===== src/rtl/spr_pkg.sv =====
package spr_pkg;

  typedef enum logic [1:0] {
    CMD_PROT_WR  = 2'b00,
    CMD_PROT_RD  = 2'b01,
    CMD_LOCK_RD  = 2'b10,
    CMD_LOCK_SET = 2'b11
  } cmd_e;

  typedef enum logic [1:0] {
    M_IDLE      = 2'b00,
    M_WRITE     = 2'b01,
    M_READ_PROT = 2'b10,
    M_READ_LOCK = 2'b11
  } mode_e;

  // True when a control byte guards the target region.
  function automatic logic guard_hit(input logic [7:0] b, input logic sec0, input logic sub_a);
    if (sec0) return sub_a ? (b[7:6] == 2'b11) : (b[5:4] == 2'b11);
    return b == 8'hFF;
  endfunction

endpackage


===== src/rtl/spr_addr_decode.sv =====
module spr_addr_decode #(
  parameter int ADDR_W    = 24,
  parameter int NSEC      = 4,
  parameter int SEC_SHIFT = 16,
  parameter int SUB_SHIFT = 12,
  localparam int SEC_W    = $clog2(NSEC)
) (
  input  logic [ADDR_W-1:0] addr,
  output logic [SEC_W-1:0]  sec,
  output logic              sub_a
);
  logic unused_bits;
  assign unused_bits = ^{addr[ADDR_W-1:SEC_SHIFT+SEC_W], addr[SUB_SHIFT-1:0]};

  always_comb begin
    sec   = addr[SEC_SHIFT +: SEC_W];
    sub_a = (sec == '0) && (addr[SEC_SHIFT-1:SUB_SHIFT] == '0);
  end
endmodule


===== src/rtl/spr_prot_bank.sv =====
module spr_prot_bank #(
  parameter int NSEC   = 4,
  localparam int SEC_W = $clog2(NSEC)
) (
  input  logic              clk,
  input  logic              rst,
  input  logic              start,
  input  logic              wr_en,
  input  logic [7:0]        wr_byte,
  output logic [NSEC*8-1:0] bytes_flat
);
  localparam logic [SEC_W-1:0] LAST = SEC_W'(NSEC - 1);

  logic [7:0]       mem [NSEC];
  logic [SEC_W-1:0] wptr;

  always_ff @(posedge clk) begin
    if (rst) begin
      wptr <= '0;
    end else if (start) begin
      wptr <= '0;
    end else if (wr_en) begin
      wptr <= (wptr == LAST) ? '0 : wptr + 1'b1;
    end
  end

  always_ff @(posedge clk) begin
    if (rst) begin
      for (int i = 0; i < NSEC; i++) mem[i] <= 8'h00;
    end else if (wr_en && !start) begin
      mem[wptr] <= wr_byte;
    end
  end

  for (genvar g = 0; g < NSEC; g++) begin : g_out
    assign bytes_flat[g*8 +: 8] = mem[g];
  end
endmodule


===== src/rtl/spr_lock_bank.sv =====
module spr_lock_bank #(
  parameter int NSEC   = 4,
  localparam int SEC_W = $clog2(NSEC)
) (
  input  logic              clk,
  input  logic              rst,
  input  logic              set_en,
  input  logic [SEC_W-1:0]  set_sec,
  input  logic              set_sub_a,
  output logic [NSEC*8-1:0] bytes_flat
);
  for (genvar g = 0; g < NSEC; g++) begin : g_byte
    logic [7:0] lk;
    if (g == 0) begin : g_split
      always_ff @(posedge clk) begin
        if (rst) lk <= 8'h00;
        else if (set_en && set_sec == '0) begin
          if (set_sub_a) lk[7:6] <= 2'b11;
          else           lk[5:4] <= 2'b11;
        end
      end
    end else begin : g_whole
      always_ff @(posedge clk) begin
        if (rst) lk <= 8'h00;
        else if (set_en && set_sec == SEC_W'(g)) lk <= 8'hFF;
      end
    end
    assign bytes_flat[g*8 +: 8] = lk;
  end
endmodule


===== src/rtl/spr_unit.sv =====
module spr_unit #(
  parameter int ADDR_W    = 24,
  parameter int NSEC      = 4,
  parameter int SEC_SHIFT = 16,
  parameter int SUB_SHIFT = 12
) (
  input  logic              clk,
  input  logic              rst,
  input  logic              guard_on,
  input  logic              cmd_valid,
  input  logic [1:0]        cmd_code,
  input  logic [ADDR_W-1:0] cmd_addr,
  input  logic              wr_valid,
  input  logic [7:0]        wr_data,
  input  logic              rd_pull,
  output logic              rd_valid,
  output logic [7:0]        rd_data,
  input  logic              q_valid,
  input  logic [1:0]        q_kind,
  input  logic [ADDR_W-1:0] q_addr,
  output logic              q_done,
  output logic              q_allow
);
  import spr_pkg::*;

  localparam int SEC_W = $clog2(NSEC);
  localparam int RP_W  = $clog2(NSEC + 1);
  localparam logic [RP_W-1:0] RP_END = RP_W'(NSEC);

  mode_e           mode_q;
  logic [RP_W-1:0] rptr;
  logic [NSEC*8-1:0] prot_flat, lock_flat;
  logic [7:0] prot_arr [NSEC];
  logic [7:0] lock_arr [NSEC];

  logic wr_start, wr_take, lock_set, pull_ok;
  assign wr_start = cmd_valid && cmd_code == CMD_PROT_WR;
  assign lock_set = cmd_valid && cmd_code == CMD_LOCK_SET;
  assign wr_take  = wr_valid && !cmd_valid && mode_q == M_WRITE;
  assign pull_ok  = rd_pull && !cmd_valid &&
                    (mode_q == M_READ_PROT || mode_q == M_READ_LOCK);

  logic [SEC_W-1:0] lk_sec, q_sec;
  logic             lk_sub_a, q_sub_a;

  spr_addr_decode #(.ADDR_W(ADDR_W), .NSEC(NSEC), .SEC_SHIFT(SEC_SHIFT), .SUB_SHIFT(SUB_SHIFT))
    u_dec_lock (.addr(cmd_addr), .sec(lk_sec), .sub_a(lk_sub_a));

  spr_addr_decode #(.ADDR_W(ADDR_W), .NSEC(NSEC), .SEC_SHIFT(SEC_SHIFT), .SUB_SHIFT(SUB_SHIFT))
    u_dec_query (.addr(q_addr), .sec(q_sec), .sub_a(q_sub_a));

  spr_prot_bank #(.NSEC(NSEC)) u_prot (
    .clk(clk), .rst(rst), .start(wr_start), .wr_en(wr_take),
    .wr_byte(wr_data), .bytes_flat(prot_flat)
  );

  spr_lock_bank #(.NSEC(NSEC)) u_lock (
    .clk(clk), .rst(rst), .set_en(lock_set), .set_sec(lk_sec),
    .set_sub_a(lk_sub_a), .bytes_flat(lock_flat)
  );

  for (genvar g = 0; g < NSEC; g++) begin : g_unpack
    assign prot_arr[g] = prot_flat[g*8 +: 8];
    assign lock_arr[g] = lock_flat[g*8 +: 8];
  end

  // Command mode and read pointer
  always_ff @(posedge clk) begin
    if (rst) begin
      mode_q <= M_IDLE;
      rptr   <= '0;
    end else if (cmd_valid) begin
      rptr <= '0;
      unique case (cmd_code)
        CMD_PROT_WR: mode_q <= M_WRITE;
        CMD_PROT_RD: mode_q <= M_READ_PROT;
        CMD_LOCK_RD: mode_q <= M_READ_LOCK;
        default:     mode_q <= M_IDLE;
      endcase
    end else if (pull_ok && rptr != RP_END) begin
      rptr <= rptr + 1'b1;
    end
  end

  logic [7:0] rd_next;
  always_comb begin
    rd_next = 8'h00;
    if (rptr != RP_END) begin
      rd_next = (mode_q == M_READ_LOCK) ? lock_arr[rptr[SEC_W-1:0]]
                                        : prot_arr[rptr[SEC_W-1:0]];
    end
  end

  always_ff @(posedge clk) begin
    if (rst) begin
      rd_valid <= 1'b0;
      rd_data  <= 8'h00;
    end else begin
      rd_valid <= pull_ok;
      if (pull_ok) rd_data <= rd_next;
    end
  end

  // Access decision
  logic q_sec0, hit_prot, hit_lock, deny;
  always_comb begin
    q_sec0   = (q_sec == '0);
    hit_prot = guard_hit(prot_arr[q_sec], q_sec0, q_sub_a);
    hit_lock = guard_hit(lock_arr[q_sec], q_sec0, q_sub_a);
    deny     = (q_kind != 2'b00) && (hit_lock || (guard_on && hit_prot));
  end

  always_ff @(posedge clk) begin
    if (rst) begin
      q_done  <= 1'b0;
      q_allow <= 1'b0;
    end else begin
      q_done  <= q_valid;
      q_allow <= q_valid && !deny;
    end
  end
endmodule


===== config.mk =====
export PLATFORM = sky130hd
export DESIGN_NAME = spr_unit
export DESIGN_NICKNAME = d
export VERILOG_FILES = /design/src/rtl/spr_pkg.sv /design/src/rtl/spr_addr_decode.sv /design/src/rtl/spr_prot_bank.sv /design/src/rtl/spr_lock_bank.sv /design/src/rtl/spr_unit.sv
export SDC_FILE = /design/constraint.sdc
export NUM_CORES = 1
export LEC_CHECK = 0
export BUFFER_PORTS_ARGS = -buffer_cell sky130_fd_sc_hd__buf_2
export CAP_MARGIN = 20
export CORE_UTILIZATION = 40
export DETAILED_ROUTE_END_ITERATION = 8
export GPL_ROUTABILITY_DRIVEN = 1
export SETUP_SLACK_MARGIN = 0.05
export SLEW_MARGIN = 20
export SYNTH_ARGS = -nofsm -noshare
export SYNTH_HDL_FRONTEND = slang
export SYNTH_SLANG_ARGS = --single-unit

===== constraint.sdc =====
create_clock -name clk -period 3.6 [get_ports clk]
set_input_delay 0.18 -clock clk [delete_from_list [all_inputs] [get_ports clk]]
set_output_delay 0.18 -clock clk [all_outputs]
set_load 0.005 [all_outputs]

; Word-level counts from Yosys, hierarchy flattened
; Memory sizes are Yosys's and may differ from the RTL's.
; Cells that the tools add are included.
[word_totals]
regBits = 23
latchBits = 0
mem_bits_rw = 32
rom_bits = 0
in_bits = 67
output_inout_bits = 11
word_cells = 101
mem_count = 1
[classes]
n_addsub = 2
n_mul = 0
n_div = 0
magnitude_cmp = 2
eq_ne = 17
shift = 0
mux = 31
bitwise = 3
reduce_logical = 33
[mem_list]
columns = name, depth, width, read_ports, rd_ports_with_merged_regs, wr, line
row1 = u_prot.mem, 4, 8, 4, 0, 4, spr_prot_bank.sv:14  ; logic [7:0] mem [NSEC];
[op_table]
columns = op, n
row1 = 8-bit two-way mux, 11
row2 = 8-bit binary-select mux with 2-bit select, 4
row3 = "2-bit equality test, second input constant", 11
row4 = 1-bit logical AND, 17
row5 = "8-bit equality test, second input constant", 2
row6 = 1-bit two-way mux, 13
row7 = 4-bit zero test, 2
row8 = 8-bit OR reduction, 1
row9 = "2-bit by 1-bit equality test with 1-bit output, second input constant", 3
row10 = "3-bit >= comparator, second input constant", 2
row11 = 2-bit zero test, 3
row12 = 2-bit NOT with 3-bit output, 2
row13 = 2-bit one-hot mux with 3 select lines, 1
row14 = 2-bit two-way mux, 2
row15 = 2-bit AND reduction, 2
row16 = 2-bit OR reduction, 2
row17 = "3-bit by 1-bit adder with 3-bit output, second input constant", 1
row18 = 1-bit zero test, 3
row19 = "3-bit != test, second input constant", 1
row20 = "2-bit by 1-bit adder with 2-bit output, second input constant", 1
row21 = 1-bit logical OR, 2
row22 = 2-bit nonzero test, 1
row23 = 1-bit NOT, 1

; Longest topological paths before layout
[logic_depth]
word_depth = 13
mapped_depth = 7
mapped_depth_nobuf = 6

; Hierarchy
; Synthesis repeated with hierarchy kept, for this count alone.
[unflattened]
cells_unflattened = 284
area_unflattened_um2 = 3194.3
[modules_own_cells]
columns = mod, n_inst, cells_per_inst, area_each_um2, seq_area_each_um2
row1 = spr_unit, 1, 135, 1396.3, 320.3
row2 = spr_prot_bank, 1, 94, 1345.0, 1001.0
row3 = spr_lock_bank, 1, 47, 387.9, 100.1
row4 = spr_addr_decode, 2, 4, 32.5, 0.0

; Worst setup path before layout
; OpenSTA, ideal clock, no wires.
[synth_timing]
path_kind = register to register
from = register mode_q[1]
to = memory u_prot.mem[0][0] (enable)
setup_time_ps = 329
arrival_ps = 1329
t_required_ps = 3271
path_slack_ps = 1942
stages_incl_launch_ff = 6
path_buffers = 1
synth_period_minus_slack_ps = 1658
cell_sequence = dfxtp_1 nand3b_4 nor3_1 buf_2 nor3b_4 or2_1
[synth_rtl]
columns = element, line
row1 = from (decl), spr_unit.sv:30  ; mode_e mode_q;
row2 = from (signal assigned), spr_unit.sv:70  ; mode_q <= M_IDLE;
row3 = from (signal assigned), spr_unit.sv:75  ; CMD_PROT_WR: mode_q <= M_WRITE;
row4 = from (signal assigned), spr_unit.sv:76  ; CMD_PROT_RD: mode_q <= M_READ_PROT;
row5 = to (decl), spr_prot_bank.sv:14

; Worst setup path after layout
[layout_timing]
from = register rptr[0]
to = register rd_data[4]
[layout_via]
elab_chain_len = 6
elab_cells_between_ends = 10
classes_between = eq/ne: 1 / mux: 8 / bitwise: 1
[layout_rtl]
columns = element, line
row1 = from (decl), spr_unit.sv:31  ; logic [RP_W-1:0] rptr;
row2 = from (signal assigned), spr_unit.sv:81  ; rptr <= rptr + 1'b1;
row3 = 2-bit NOT with 3-bit output (not written as such), "spr_unit.sv:89, spr_unit.sv:90"
row4 = "8-bit binary-select mux with 2-bit select, on equally long branches", "spr_unit.sv:90, spr_unit.sv:89"
row5 = "8-bit two-way mux, on equally long branches (2 in series)", "spr_unit.sv:90, spr_unit.sv:89"
row6 = 8-bit two-way mux, spr_unit.sv:89  ; rd_next = (mode_q == M_READ_LOCK) ? lock_arr[rptr[SEC_W-1:0]]
row7 = 8-bit two-way mux *, spr_unit.sv:88  ; if (rptr != RP_END) begin
row8 = to (signal assigned), spr_unit.sv:100  ; if (pull_ok) rd_data <= rd_next;
row9 = to (decl), spr_unit.sv:17  ; output logic [7:0] rd_data,
; Every way passes the cells marked *; elsewhere a longest branch is shown, timed or not. The select of a mux whose other input is x is not followed.
; A chain may end at the register's enable or synchronous reset.

==> flow_summary.yaml <==
drt:
  maxUsedRoutingLayer: "met4"
  postRouteAntennaNets: 0
  route.met3.wl_um: 250
  wl_met1_um: 2550
  drt_iter0_drc: 151
  wl_met2_um: 2300
  wire_per_inst_um: 14.9
  first_pass_iters: 4
  drcViolationCount: 0
  wirelength_um: 5160
  vias_per_cell: 5.16
  vias: 1786
synthesis:
  syn_avg_cell_area_um2: 11.7
  syn_inst: 227
  ys_seq_area_share_pct: 53.4
  netlist_top_cells_count: "and2_1, edfxtp_1, dfxtp_1"
  synth_edf_count: 32
  yosys_register_bits: 55
  ys_top_cells_by_area: "edfxtp_1, dfxtp_1, and2_1"
  synth_most_common_cell: "and2_1"
  async_flop_share_pct: 0
  synth_top_area_share_pct: 36.1
  ys.flop_type: "edfxtp_1"
  syn_nets: 300
  yosysWarningCount: 0
  syn-cell-area_um2: 2660
  synth.distinct_cells: 50
  yosys.area.top_type: "edfxtp_1"
floorplanning:
  num_io_pins: 78
  start_util_pct: 41.7
  die_x_um: 83.6
  core_um2: 6390
  die_h_um: 83.6
  num_rows: 29
  die_area_um2: 6990
timing:
  max_freq_mhz: 511
  rsz0062_at_grt: "no"
  hold_violations: 0
  tightest_slew_ns: 0.613
  drv_slew: 0
  setup_viol: 0
  slew_headroom_pct: 59.1
  period_needed_ns: 1.96
  clock_skew_ns: 0.0171
  hold_ws_ns: 0.148
  fin_tns_setup_ns: 0
  final.period_utilization_pct: 54.4
  setup_ws_ns: 1.64
clocking:
  cts_max_level: 2
  cts_setup_buffers: 0
  cts_tree: "done"
  cts_sinks: 55
  clk_path_buf_depth: 2
  cts_hold_buf: 0
  cts_inserted_buffers: 5
  cts_root_buf: "clkbuf_8"
  clock_latency_ns: 0.32
  path_clk_slew_ns: 0.09
  cts_resized: 0
finish:
  area_delta_synth_final_pct: 13.9
  antenna_cells: 0
  num-nets-final: 341
  layout-drive-gt1-share_pct: 24.9
run_status:
  status: "completed"
pwr:
  leakagePower_nw: 1.24
  power_density_nw_per_um2: 380
  ir_worst_vdd_uv: 187
setup_path:
  critPathMaxFanout: 11
  arrival_ns: 2.21
  endpoint_kind: "flop"
  critPathMaxStageDelay_ns: 0.72
  path_cells: "inv_1 > ha_1 > nand2_1 > nor4b_2 > a22oi_1 > nand2_1"
  critical_path_required_ns: 3.85
  crit_type: "reg -> reg"
  cp-start-kind: "flop"
  cp_common_cell: "nand2_1"
  slowest_stage: "dfxtp_1"
place:
  io_buffer_count: 41
  dpl_worst_slack_ns: 1.63
  hpwlAfterDp_um: 4050
  place.gp.congestion: 0.753
global_route:
  gr-total-overflow: 0
  grt_pass1_wl_um: 8760
  grt_antenna_before_repair: 0
  grt_pass1_vias: 1734
  grt_start_max_net_pins: 23
  track_usage_pct: 16.0
flow_run:
  max-cap-violations: 0
min_path:
  hp-class: "in -> reg"
[kinds of logic after synthesis]
group                    Yosys count  synth area share, %
multiplexers                      16                 9.77
AND/OR/NAND/NOR                  101                 22.3
buffers and inverters             14                 2.21
AO/OA/AOI/OAI                     33                 8.88
adder cells (fa/ha/maj)            6                 2.82
flip-flops                        55                 53.4
XOR/XNOR                           2                0.658
[power breakdown]
part | switching [mW] | total [mW] | leakage [nW] | internal (mW)
clock | 0.223 | 0.371 | 0.0511 | 0.147
sequential | 0.0140 | 0.697 | 0.519 | 0.683
combinational | 0.0461 | 0.0843 | 0.666 | 0.0381
total | 0.283 | 1.15 | 1.24 | 0.868
[state kept, by name, indices dropped and copies added, names as in the netlist]
| name | count |
|---|---|
| u_lock.g_byte.lk | 5 |
| u_prot.wptr | 2 |
| q_done | 1 |
| rd_valid | 1 |
| rd_data | 8 |
| mode_q | 2 |
| q_allow | 1 |
| rptr | 3 |
| u_prot.mem | 32 |
[routing by layer]
metal | GRT usage [%] | vias up
li1 | - | 916
met1 | 22.2 | 816
met2 | 25.1 | 49
met3 | 3.66 | 5
met4 | 4.62 | 0
met5 | 0 | -
[worst max-delay path: cells and delay by family (launching register included)]
| family | cells | cell delay, ns |
|---|---|---|
| and+or+nand+nor | 3 | 0.59 |
| adders and majority gates | 1 | 0.25 |
| AOI/OAI and AO/OA | 1 | 0.12 |
| buffers and inverters | 1 | 0.22 |
| DFF | 1 | 0.72 |
[per-stage QoR]
step,util [%],std cells,power [mW],instance area (um^2)
after floorplan,-,227,0.754,2660
after global routing,47.5,346,1.20,3030
after global placement,46.0,338,0.794,2940
final,47.5,346,1.15,3030
after CTS,47.5,346,1.16,3030
after detailed placement,46.0,338,0.796,2940
[path summary, 6_finish.rpt]
check | start | to | slack (ns) | cells after the start
max | rptr[0] | rd_data[4] | 1.64 | 6
min | q_valid | q_done | 0.15 | 3
max reg2reg | rptr[0] | rd_data[4] | 1.64 | 6
min reg2reg | rd_data[0] | rd_data[0] | 0.46 | 2
[final cells by class]
class                   count  area (um^2)
clock buffers               5         68.8
repair buffers             42          213
inverters                   6         22.5
fillers                   604         3350
flip-flops and latches     55         1420
clock inverters             3         28.8
multi-input cells         158         1180
well taps                  77         96.3
[layout by cell type, fill, tap and decap left out, types with 2 or more instances in the layout]
master	n
a21oi_1	5
a22oi_1	4
a31o_2	2
a41oi_1	2
and2_1	34
and3_1	3
buf_2	41
clkbuf_8	5
dfxtp_1	23
edfxtp_1	32
ha_1	6
inv_1	6
inv_6	2
mux2i_1	8
mux4_2	8
nand2_1	17
nand3_1	4
nand3b_1	2
nand4_1	3
nor2_1	18
nor3_1	4
nor3b_1	2
nor4_1	3
o211ai_1	3
o21ai_0	6
Power figures use the tool's default switching activity.
